[config.mk]
export PLATFORM = sky130hd
export DESIGN_NAME = cfi_geom_probe
export DESIGN_NICKNAME = d
export VERILOG_FILES = /design/src/rtl/cfi_probe_pkg.sv /design/src/rtl/cfi_addr_map.sv /design/src/rtl/cfi_tmo_conv.sv /design/src/rtl/cfi_region_acc.sv /design/src/rtl/cfi_geom_probe.sv
export SDC_FILE = /design/constraint.sdc
export NUM_CORES = 2
export LEC_CHECK = 0
export BUFFER_PORTS_ARGS = -buffer_cell sky130_fd_sc_hd__buf_4
export CAP_MARGIN = 25
export CORE_AREA = 2 2 359 361
export CTS_BUF_LIST = sky130_fd_sc_hd__clkbuf_4 sky130_fd_sc_hd__clkbuf_8 sky130_fd_sc_hd__clkbuf_16
export DETAILED_ROUTE_END_ITERATION = 10
export DIE_AREA = 0 0 361 363
export GPL_TIMING_DRIVEN = 0
export SKIP_CTS_REPAIR_TIMING = 1
export SLEW_MARGIN = 25
export SYNTH_ARGS = -nofsm -noshare
export SYNTH_HDL_FRONTEND = slang
export SYNTH_SLANG_ARGS = --single-unit
[constraint.sdc]
create_clock -name clk -period 8.7 [get_ports clk]
set_input_delay 0.435 -clock clk [delete_from_list [all_inputs] [get_ports clk]]
set_output_delay 0.435 -clock clk [all_outputs]
set_load 0.05 [all_outputs]
[src/rtl/cfi_probe_pkg.sv]
package cfi_probe_pkg;

    localparam int BLK_W = 17;
    localparam int BSZ_W = 24;

    localparam logic [7:0] CMD_ARRAY_A = 8'hF0;
    localparam logic [7:0] CMD_ARRAY_B = 8'hFF;
    localparam logic [7:0] CMD_QUERY   = 8'h98;
    localparam logic [7:0] OFS_ENTRY   = 8'h55;
    localparam logic [7:0] OFS_SIG     = 8'h10;
    localparam logic [7:0] OFS_RGN     = 8'h2D;

    typedef enum logic [3:0] {
        ST_IDLE, ST_WR_RST, ST_WR_QRY, ST_RD_SIG, ST_RD_HDR,
        ST_RD_RGN, ST_EXIT_A, ST_EXIT_B, ST_FIN
    } probe_st_e;

    typedef struct packed {
        logic [BLK_W-1:0] blocks;
        logic [BSZ_W-1:0] bsize;
    } rgn_rec_t;

    function automatic logic [7:0] sig_byte(input logic [1:0] i);
        case (i)
            2'd0:    return 8'h51;
            2'd1:    return 8'h52;
            default: return 8'h59;
        endcase
    endfunction

    // Header byte order: cs lo, cs hi, prog typ, prog max, erase typ, erase max, size, count
    function automatic logic [7:0] hdr_off(input logic [2:0] i);
        case (i)
            3'd0:    return 8'h13;
            3'd1:    return 8'h14;
            3'd2:    return 8'h1F;
            3'd3:    return 8'h23;
            3'd4:    return 8'h21;
            3'd5:    return 8'h25;
            3'd6:    return 8'h27;
            default: return 8'h2C;
        endcase
    endfunction

    function automatic logic [63:0] sat_shl(input logic [63:0] v, input logic [8:0] e);
        logic [127:0] w;
        if (e >= 9'd64) return (v == 64'd0) ? 64'd0 : '1;
        w = {64'd0, v} << e;
        return (w[127:64] != 64'd0) ? '1 : w[63:0];
    endfunction

endpackage

[src/rtl/cfi_addr_map.sv]
module cfi_addr_map #(
    parameter int ADDR_W = 16,
    parameter bit WIDE16 = 1'b1
) (
    input  logic [7:0]        ofs,
    output logic [ADDR_W-1:0] addr
);
    generate
        if (WIDE16) begin : g_wide
            assign addr = ADDR_W'({ofs, 1'b0});
        end else begin : g_narrow
            assign addr = ADDR_W'(ofs);
        end
    endgenerate
endmodule

[src/rtl/cfi_tmo_conv.sv]
module cfi_tmo_conv
    import cfi_probe_pkg::*;
#(
    parameter int CLK_PER_US = 250,
    parameter int CLK_PER_MS = 250000
) (
    input  logic [7:0]  prog_typ,
    input  logic [7:0]  prog_max,
    input  logic [7:0]  erase_typ,
    input  logic [7:0]  erase_max,
    output logic [63:0] prog_cyc,
    output logic [63:0] erase_cyc
);
    logic [8:0] e_prog, e_erase;
    assign e_prog   = {1'b0, prog_typ} + {1'b0, prog_max};
    assign e_erase  = {1'b0, erase_typ} + {1'b0, erase_max};
    assign prog_cyc  = sat_shl(64'(CLK_PER_US), e_prog);
    assign erase_cyc = sat_shl(64'(CLK_PER_MS), e_erase);
endmodule

[src/rtl/cfi_region_acc.sv]
module cfi_region_acc
    import cfi_probe_pkg::*;
#(
    parameter int MAX_REGIONS = 8,
    parameter int OFS_W       = 48,
    localparam int RIDX_W     = $clog2(MAX_REGIONS)
) (
    input  logic                         clk,
    input  logic                         rst,
    input  logic                         clr,
    input  logic                         wr_en,
    input  logic [RIDX_W-1:0]            wr_idx,
    input  logic [15:0]                  fld_cnt,
    input  logic [15:0]                  fld_size,
    output logic [MAX_REGIONS*OFS_W-1:0] start_flat,
    output logic [MAX_REGIONS*BLK_W-1:0] blk_flat,
    output logic [MAX_REGIONS*BSZ_W-1:0] bsz_flat
);
    rgn_rec_t         rec_q   [MAX_REGIONS];
    logic [OFS_W-1:0] start_q [MAX_REGIONS];
    logic [OFS_W-1:0] run_q;

    logic [BLK_W-1:0] blocks_c;
    logic [BSZ_W-1:0] bsize_c;
    logic [OFS_W-1:0] span_c;

    assign blocks_c = BLK_W'(fld_cnt) + BLK_W'(1);
    assign bsize_c  = (fld_size == 16'd0) ? BSZ_W'(128) : {fld_size, 8'h00};
    assign span_c   = OFS_W'(blocks_c) * OFS_W'(bsize_c);

    always_ff @(posedge clk) begin
        if (rst || clr) begin
            run_q <= '0;
            for (int i = 0; i < MAX_REGIONS; i++) begin
                rec_q[i]   <= '0;
                start_q[i] <= '0;
            end
        end else if (wr_en) begin
            rec_q[wr_idx]   <= '{blocks: blocks_c, bsize: bsize_c};
            start_q[wr_idx] <= run_q;
            run_q           <= run_q + span_c;
        end
    end

    generate
        for (genvar r = 0; r < MAX_REGIONS; r++) begin : g_flat
            assign start_flat[r*OFS_W +: OFS_W] = start_q[r];
            assign blk_flat[r*BLK_W +: BLK_W]   = rec_q[r].blocks;
            assign bsz_flat[r*BSZ_W +: BSZ_W]   = rec_q[r].bsize;
        end
    endgenerate
endmodule

[src/rtl/cfi_geom_probe.sv]
module cfi_geom_probe
    import cfi_probe_pkg::*;
#(
    parameter int ADDR_W      = 16,
    parameter bit WIDE16      = 1'b1,
    parameter int MAX_REGIONS = 8,
    parameter int OFS_W       = 48,
    parameter int CLK_PER_US  = 250,
    parameter int CLK_PER_MS  = 250000,
    localparam int RIDX_W     = $clog2(MAX_REGIONS),
    localparam int CNT_W      = $clog2(MAX_REGIONS + 1)
) (
    input  logic                         clk,
    input  logic                         rst,
    input  logic                         start,
    output logic                         busy,
    output logic                         done,
    output logic                         found,
    output logic                         not_found,
    output logic                         region_err,
    output logic                         bus_req,
    output logic                         bus_we,
    output logic [ADDR_W-1:0]            bus_addr,
    output logic [7:0]                   bus_wdata,
    input  logic                         bus_ack,
    input  logic [7:0]                   bus_rdata,
    output logic [15:0]                  cmdset,
    output logic [63:0]                  prog_tmo_cyc,
    output logic [63:0]                  erase_tmo_cyc,
    output logic [7:0]                   size_log2,
    output logic [CNT_W-1:0]             region_cnt,
    output logic [MAX_REGIONS*OFS_W-1:0] rg_start,
    output logic [MAX_REGIONS*BLK_W-1:0] rg_blocks,
    output logic [MAX_REGIONS*BSZ_W-1:0] rg_bsize
);
    probe_st_e         state;
    logic [2:0]        idx;
    logic [RIDX_W-1:0] rgn;
    logic [7:0]        hdr_q [0:6];
    logic [7:0]        rb_q  [0:3];
    logic [CNT_W-1:0]  cnt_q;
    logic              sig_ok, found_q, nf_q, rerr_q;

    logic              xfer, over_c, acc_wr, acc_clr;
    logic [CNT_W-1:0]  cnt_eff_c;
    logic [7:0]        ofs_c;
    logic [15:0]       cs_c;
    logic [63:0]       prog_c, erase_c;
    logic [MAX_REGIONS*OFS_W-1:0] acc_start;
    logic [MAX_REGIONS*BLK_W-1:0] acc_blk;
    logic [MAX_REGIONS*BSZ_W-1:0] acc_bsz;

    assign cs_c      = {hdr_q[1], hdr_q[0]};
    assign xfer      = bus_req && bus_ack;
    assign over_c    = bus_rdata > 8'(MAX_REGIONS);
    assign cnt_eff_c = over_c ? CNT_W'(MAX_REGIONS) : bus_rdata[CNT_W-1:0];
    assign acc_clr   = (state == ST_IDLE) && start;
    assign acc_wr    = (state == ST_RD_RGN) && xfer && (idx == 3'd3);

    // Bus request decode
    always_comb begin
        bus_req   = 1'b0;
        bus_we    = 1'b0;
        bus_wdata = 8'h00;
        ofs_c     = 8'h00;
        case (state)
            ST_WR_RST: begin bus_req = 1'b1; bus_we = 1'b1; bus_wdata = CMD_ARRAY_A; end
            ST_WR_QRY: begin bus_req = 1'b1; bus_we = 1'b1; bus_wdata = CMD_QUERY; ofs_c = OFS_ENTRY; end
            ST_RD_SIG: begin bus_req = 1'b1; ofs_c = OFS_SIG + 8'(idx); end
            ST_RD_HDR: begin bus_req = 1'b1; ofs_c = hdr_off(idx); end
            ST_RD_RGN: begin bus_req = 1'b1; ofs_c = OFS_RGN + 8'({rgn, 2'b00}) + 8'(idx); end
            ST_EXIT_A: begin bus_req = (cs_c == 16'd2); bus_we = 1'b1; bus_wdata = CMD_ARRAY_A; end
            ST_EXIT_B: begin bus_req = 1'b1; bus_we = 1'b1; bus_wdata = CMD_ARRAY_B; end
            default: ;
        endcase
    end

    cfi_addr_map #(.ADDR_W(ADDR_W), .WIDE16(WIDE16)) u_amap (
        .ofs (ofs_c),
        .addr(bus_addr)
    );

    always_ff @(posedge clk) begin
        if (rst) begin
            state   <= ST_IDLE;
            idx     <= '0;
            rgn     <= '0;
            cnt_q   <= '0;
            busy    <= 1'b0;
            done    <= 1'b0;
            sig_ok  <= 1'b0;
            found_q <= 1'b0;
            nf_q    <= 1'b0;
            rerr_q  <= 1'b0;
            for (int i = 0; i < 7; i++) hdr_q[i] <= '0;
            for (int i = 0; i < 4; i++) rb_q[i]  <= '0;
        end else begin
            done <= 1'b0;
            case (state)
                ST_IDLE: if (start) begin
                    busy    <= 1'b1;
                    state   <= ST_WR_RST;
                    idx     <= '0;
                    rgn     <= '0;
                    cnt_q   <= '0;
                    sig_ok  <= 1'b0;
                    found_q <= 1'b0;
                    nf_q    <= 1'b0;
                    rerr_q  <= 1'b0;
                    for (int i = 0; i < 7; i++) hdr_q[i] <= '0;
                end
                ST_WR_RST: if (xfer) state <= ST_WR_QRY;
                ST_WR_QRY: if (xfer) begin state <= ST_RD_SIG; idx <= '0; end
                ST_RD_SIG: if (xfer) begin
                    if (bus_rdata != sig_byte(idx[1:0])) state <= ST_FIN;
                    else if (idx == 3'd2) begin
                        state  <= ST_RD_HDR;
                        idx    <= '0;
                        sig_ok <= 1'b1;
                    end else idx <= idx + 3'd1;
                end
                ST_RD_HDR: if (xfer) begin
                    if (idx == 3'd7) begin
                        cnt_q  <= cnt_eff_c;
                        rerr_q <= over_c;
                        idx    <= '0;
                        rgn    <= '0;
                        state  <= (cnt_eff_c == '0) ? ST_EXIT_A : ST_RD_RGN;
                    end else begin
                        hdr_q[idx] <= bus_rdata;
                        idx        <= idx + 3'd1;
                    end
                end
                ST_RD_RGN: if (xfer) begin
                    if (idx == 3'd3) begin
                        idx <= '0;
                        if ((CNT_W'(rgn) + CNT_W'(1)) == cnt_q) state <= ST_EXIT_A;
                        else rgn <= rgn + RIDX_W'(1);
                    end else begin
                        rb_q[idx[1:0]] <= bus_rdata;
                        idx            <= idx + 3'd1;
                    end
                end
                ST_EXIT_A: begin
                    if (cs_c == 16'd2) begin
                        if (xfer) state <= ST_EXIT_B;
                    end else if (cs_c == 16'd1 || cs_c == 16'd3) state <= ST_EXIT_B;
                    else state <= ST_FIN;
                end
                ST_EXIT_B: if (xfer) state <= ST_FIN;
                ST_FIN: begin
                    busy    <= 1'b0;
                    done    <= 1'b1;
                    found_q <= sig_ok;
                    nf_q    <= !sig_ok;
                    state   <= ST_IDLE;
                end
                default: state <= ST_IDLE;
            endcase
        end
    end

    cfi_tmo_conv #(.CLK_PER_US(CLK_PER_US), .CLK_PER_MS(CLK_PER_MS)) u_tmo (
        .prog_typ (hdr_q[2]),
        .prog_max (hdr_q[3]),
        .erase_typ(hdr_q[4]),
        .erase_max(hdr_q[5]),
        .prog_cyc (prog_c),
        .erase_cyc(erase_c)
    );

    cfi_region_acc #(.MAX_REGIONS(MAX_REGIONS), .OFS_W(OFS_W)) u_acc (
        .clk       (clk),
        .rst       (rst),
        .clr       (acc_clr),
        .wr_en     (acc_wr),
        .wr_idx    (rgn),
        .fld_cnt   ({rb_q[1], rb_q[0]}),
        .fld_size  ({bus_rdata, rb_q[2]}),
        .start_flat(acc_start),
        .blk_flat  (acc_blk),
        .bsz_flat  (acc_bsz)
    );

    // Results are published only for a matched signature
    assign found         = found_q;
    assign not_found     = nf_q;
    assign region_err    = found_q && rerr_q;
    assign cmdset        = found_q ? cs_c : 16'd0;
    assign prog_tmo_cyc  = found_q ? prog_c : 64'd0;
    assign erase_tmo_cyc = found_q ? erase_c : 64'd0;
    assign size_log2     = found_q ? hdr_q[6] : 8'd0;
    assign region_cnt    = found_q ? cnt_q : '0;
    assign rg_start      = found_q ? acc_start : '0;
    assign rg_blocks     = found_q ? acc_blk : '0;
    assign rg_bsize      = found_q ? acc_bsz : '0;
endmodule

### Word-level counts from Yosys, hierarchy flattened

Memories as Yosys holds them, arrays and structs flattened.
Index checks and enable logic that the tools add are counted.

* $add $sub $neg: 10
* $mul: 1
* $lt $le $gt $ge: 3
* equal/unequal tests: 36
* shift-type cells: 2
* muxes and demuxes: 117
* bitwise operators: 7
* reductions and logical operators: 33

Operator list (number)
* $mux W64: 8
* $mux W384: 1
* $mux W192: 1
* $mux W136: 1
* $reduce_bool A64 Y1: 2
* $shl A18 B9 Y128 const A: 1
* $shl A8 B9 Y128 const A: 1
* $mux W8: 13
* $mux W4: 20
* $mux W3: 17
* $add A48 B41 Y48: 1
* $mux W48: 1
* $reduce_or A48 Y1: 1
* $pmux W6 S7: 1
* $mul A17 B24 Y41: 1
* $mux W41: 1
* $reduce_or A41 Y1: 1
* $mux W1: 36
* $eq A16 B2 Y1 const B: 2
* $pmux W4 S8: 1
* $pmux W8 S4: 1
* $mux W24: 1
* $pmux W8 S3: 1
* $ne A2 B2 Y1 const B: 11
* other kinds (48): 84

* register bits after elaboration: 68
* memory bits (writable): 800
* output and inout port bits: 899
* logic and storage cells: 224
* memories: 4

Memories
* u_acc.start_q: depth 8, bits a word 48, rd ports 8, clocked after Yosys merged registers in 0, wr ports 8, line cfi_region_acc.sv:20 `logic [OFS_W-1:0] start_q [MAX_REGIONS];`
* u_acc.rec_q: depth 8, bits a word 41, rd ports 8, clocked after Yosys merged registers in 0, wr ports 8, line cfi_region_acc.sv:19 `rgn_rec_t rec_q [MAX_REGIONS];`
* hdr_q: depth 7, bits a word 8, rd ports 7, clocked after Yosys merged registers in 0, wr ports 7, line cfi_geom_probe.sv:39 `logic [7:0] hdr_q [0:6];`
* rb_q: depth 4, bits a word 8, rd ports 3, clocked after Yosys merged registers in 0, wr ports 4, line cfi_geom_probe.sv:40 `logic [7:0] rb_q [0:3];`

### Depth between registers and ports, before layout

* word-level depth: 11
* depth in mapped cells: 31

### Cells and area by module

From an unflattened synthesis, not the netlist that was laid out.

* cell total of the unflattened synthesis: 4933
* area, all modules: 49354.8 um^2

By module, submodules not included
* cfi_region_acc: times used 1, cells an instance 2918, area each 35032.3 um^2, seq. area each 18838.1 um^2
* cfi_geom_probe: times used 1, cells an instance 1413, area each 10772.8 um^2, seq. area each 2802.7 um^2
* cfi_tmo_conv: times used 1, cells an instance 585, area each 3425.8 um^2, seq. area each 0.0 um^2
* cfi_addr_map: times used 1, cells an instance 17, area each 123.9 um^2, seq. area each 0.0 um^2

### Worst setup path before layout

Ideal clock, no wire load.

* kind: reg-to-reg
* start: memory rb_q[0][0]
* end: register u_acc.run_q[44]
* arrival: 7262 ps
* data required time: 8572 ps
* setup slack: 1310 ps
* cell stages (with the launch flop): 32
* period minus slack after synthesis: 7390 ps
* cell sequence: edfxtp_1 > clkbuf_1 > and3_1 > clkbuf_1 > nand2_1 > nor2_1 > nand2_1 > xnor2_1 > clkbuf_1 > nand2_1 > fa_1 > inv_1 > fa_1 > inv_1 > fa_1 > inv_1 > fa_1 > fa_1 > inv_1 > fa_1 > inv_1 > ha_1 > clkbuf_2 > a2111oi_4 > o21ai_0 > a31o_2 > a221o_1 > a31oi_1 > o221a_2 > a21boi_0 > xnor2_1 > nor2_1

RTL lines
* start, declared: line cfi_geom_probe.sv:40
* end signal, assigned: line cfi_region_acc.sv:41 `run_q <= run_q + span_c;`
* end, declared: line cfi_region_acc.sv:21 `logic [OFS_W-1:0] run_q;`

==> flow_summary.json <==
{
  "outcome": "completed",
  "die_height_um": 363,
  "tritoncts.num_buffers": 83,
  "critical_path.max_stage_delay_ps": 540,
  "r2r.worst_path.cells": 29,
  "end_kind": "flip-flop",
  "grt_first_pass_wirelength_mm": 283,
  "power_frac_seq_pct": 39.3,
  "post_synth_design_cell_area_um2": 47000,
  "leakagePower_nw": 26.9,
  "intPower_w": 0.00780,
  "ys_seq_area_share_pct": 46.0,
  "setup-tns-final_ps": 0,
  "powerDensity_nw_per_um2": 209,
  "cp_common_cell": "sky130_fd_sc_hd__fa_1",
  "async_reset_ff_share_pct": 0,
  "max_freq_ghz": 0.119,
  "postRouteWirelength_mm": 206,
  "synth_area_leaders": "sky130_fd_sc_hd__edfxtp_1 43%, sky130_fd_sc_hd__and2_1 12%, sky130_fd_sc_hd__fa_1 11%",
  "worst_slack_ps": 291,
  "first_global_vias": 36400,
  "antenna_found_initial": 24,
  "synth.ff_latch_count": 741,
  "cts.sink_count": 741,
  "swShare_pct": 36.6,
  "pin_count": 911,
  "cts.root.buffer_cell": "sky130_fd_sc_hd__clkbuf_16",
  "yosysTopAreaCellShare_pct": 43.4,
  "critical_path_class": "flip-flop to flip-flop",
  "combinationalPowerShare_pct": 31.7,
  "numPortBuffers": 783,
  "layout.filler_cells": 12000,
  "post-synth-top-count-cell": "sky130_fd_sc_hd__and2_1",
  "crit_slowest_cell": "sky130_fd_sc_hd__fa_1",
  "post_drt_wl_per_cell_um": 27.9,
  "route.antenna.remaining_nets": 0,
  "drive_gt1_share_pct": 21.4,
  "floorplan.die_area_um2": 131000,
  "critPathMaxFanout": 10,
  "report.final.hold_viol_count": 0,
  "timing.final.setup_violations": 0,
  "yosys.area.top_type": "sky130_fd_sc_hd__edfxtp_1",
  "grt_setup_unrepaired": "yes",
  "gr-total-overflow": 0,
  "placer_s_final_routability_congestion_estimate": 0.957,
  "max_slew.worst_pin.slew_ps": 1140,
  "final.hold.worst_slack_ps": 323,
  "syn-instance-count": 4602,
  "synth_common_cells": "928 x sky130_fd_sc_hd__and2_1, 680 x sky130_fd_sc_hd__edfxtp_1, 441 x sky130_fd_sc_hd__nor2_1, 382 x sky130_fd_sc_hd__inv_1, 326 x sky130_fd_sc_hd__nand2_1",
  "yosys.cell_types.count": 83,
  "worstHoldPathCells": 2,
  "synth_edf_count": 680,
  "post-route-period-util_pct": 96.7,
  "floorplan.initialDensity_pct": 37.0,
  "routed-via-count": 38500,
  "clock_skew_after_layout_ps": 46.0,
  "period_needed_ps": 8410,
  "dpl_worst_slack_ps": -480,
  "headroom_to_the_max_slew_limit_pct": 23.8,
  "ir_worst_vdd_mv": 0.163,
  "clk_slew_on_worst_s_h_paths_ps": 60,
  "area_growth_pct": 25.4,
  "placementRows": 131,
  "dr.first_iter.drc_count": 4060,
  "synth.yosys.warnings": 0,
  "final_nets": 6028,
  "viasPerCell": 5.23,
  "drc": 0,
  "setup.worst_path.start_class": "flip-flop",
  "core_region_area_um2": 127000,
  "synthesis.area_per_instance_um2": 10.2,
  "cp_data_arrival_time_ps": 8930,
  "cp_data_required_time_ps": 9220,
  "cts-root-to-sink-buffers": 3,
  "first_pass_detailed_route_iteration_total": 6,
  "clock_group_share_of_total_power_pct": 29.0,
  "gr-usage-all-layers_pct": 30.5,
  "timing_max_transition_violations_final": 0,
  "tritoncts": "yes",
  "power.total_w": 0.0123,
  "fp.dieW_um": 361,
  "min-delay-path-class": "primary input to flip-flop",
  "pin_count_of_the_biggest_net_entering_global_routing": 46,
  "clock_tree.htree_level_count": 3,
  "place_hpwl_mm": 162,
  "net-switching-power_w": 0.00450,
  "synthFlopType": "sky130_fd_sc_hd__edfxtp_1",
  "clock_network_latency_to_the_later_pin_of_the_worst_skew_pair_ps": 690,
  "max-cap-violations": 0
}
-- per-layer routing --
layer	wire length, um	part of all wire, %	vias to the layer above	GRT usage, %
li1	-	-	16900	-
met1	81000	39	19300	39.3
met2	96900	47	1972	50.0
met3	18000	8.8	355	6.15
met4	9700	4.7	4	13.1
met5	34	0.017	-	0
-- layout by cell type (no fill, tap or decap), types with 32 or more instances in the layout --
cell,n
sky130_fd_sc_hd__clkinv_1,39
sky130_fd_sc_hd__and2_1,927
sky130_fd_sc_hd__fa_1,260
sky130_fd_sc_hd__o21ai_0,139
sky130_fd_sc_hd__inv_1,382
sky130_fd_sc_hd__and3_1,170
sky130_fd_sc_hd__edfxtp_1,680
sky130_fd_sc_hd__clkbuf_2,38
sky130_fd_sc_hd__conb_1,121
sky130_fd_sc_hd__nand3_1,46
sky130_fd_sc_hd__a21oi_1,119
sky130_fd_sc_hd__clkbuf_16,84
sky130_fd_sc_hd__clkbuf_1,216
sky130_fd_sc_hd__buf_4,913
sky130_fd_sc_hd__nand2_1,318
sky130_fd_sc_hd__ha_1,144
sky130_fd_sc_hd__buf_2,32
sky130_fd_sc_hd__xnor2_1,37
sky130_fd_sc_hd__nor3_1,45
sky130_fd_sc_hd__dfxtp_1,61
sky130_fd_sc_hd__nor2_1,440
-- final timing paths --
path,end,startpoint,slack [ps]
hold / removal,state[3]$_SDFFE_PP0P_,rst,320
setup reg to reg,u_acc.run_q[44]$_SDFFE_PP0P_,rb_q[0][1]$_SDFFCE_PN0P_,290
hold reg to reg,u_acc.run_q[37]$_SDFFE_PP0P_,u_acc.run_q[37]$_SDFFE_PP0P_,460
setup / recovery,u_acc.run_q[44]$_SDFFE_PP0P_,rb_q[0][1]$_SDFFCE_PN0P_,290
-- metrics by stage --
stage / instance area, um^2 / util [%] / cells
4_1_cts: 58700 / 46.2 / 7339
2_1_floorplan: 47500 / - / 4722
3_5_place_dp: 56000 / 44.1 / 7186
6_report: 59000 / 46.4 / 7360
3_3_place_gp: 55400 / 43.6 / 7167
5_1_grt: 58900 / 46.4 / 7347
-- area by class of cell --
type	count	area (um^2)	share of cell area, %
clock buffer	102	2250	3.82
clock inverter	51	500	0.849
multi-input combinational	3144	22300	37.9
inverter	405	1520	2.58
buffer	432	2290	3.88
antenna	18	45.0	0.0764
timing repair buffer	805	6300	10.7
sequential	741	21600	36.7
tap	1662	2080	3.53
-- flip-flops by register name, indices dropped and copies added, names as in the netlist, 3 cells and up --
name           flops
u_acc.start_q    328
rb_q              24
idx                3
rgn                3
u_acc.run_q       41
hdr_q             56
u_acc.rec_q      272
state              4
cnt_q              4
-- power groups by stage --
stage,logic (W),registers [W],clock network [W]
after CTS,0.00382,0.00482,0.00358
final,0.00390,0.00483,0.00357
after global routing,0.00422,0.00487,0.00372
after global placement,0.00371,0.00497,0
after floorplan,0.00260,0.00481,0
after detailed placement,0.00380,0.00490,0
-- critical path, delay by kind of cell, from the launching register on --
| family | cells | cell delay, ps |
|---|---|---|
| AO/OA/AOI/OAI | 7 | 1870 |
| AND/OR/NAND/NOR | 5 | 1160 |
| flip-flops | 1 | 360 |
| buffers and inverters | 7 | 770 |
| XOR/XNOR | 2 | 530 |
| adder cells (fa/ha/maj) | 8 | 3550 |
-- kinds of logic after synthesis --
group           after synthesis  synth area share [%]
flops                       741                  46.0
other cells                   1               0.00798
compound gates              444                  5.82
buf+inv                     837                  8.01
mux                           7                 0.152
fa+ha+maj                   404                  14.9
xor+xnor                     78                  1.47
simple gates               2090                  23.6
(Power assumes the default switching activity.)
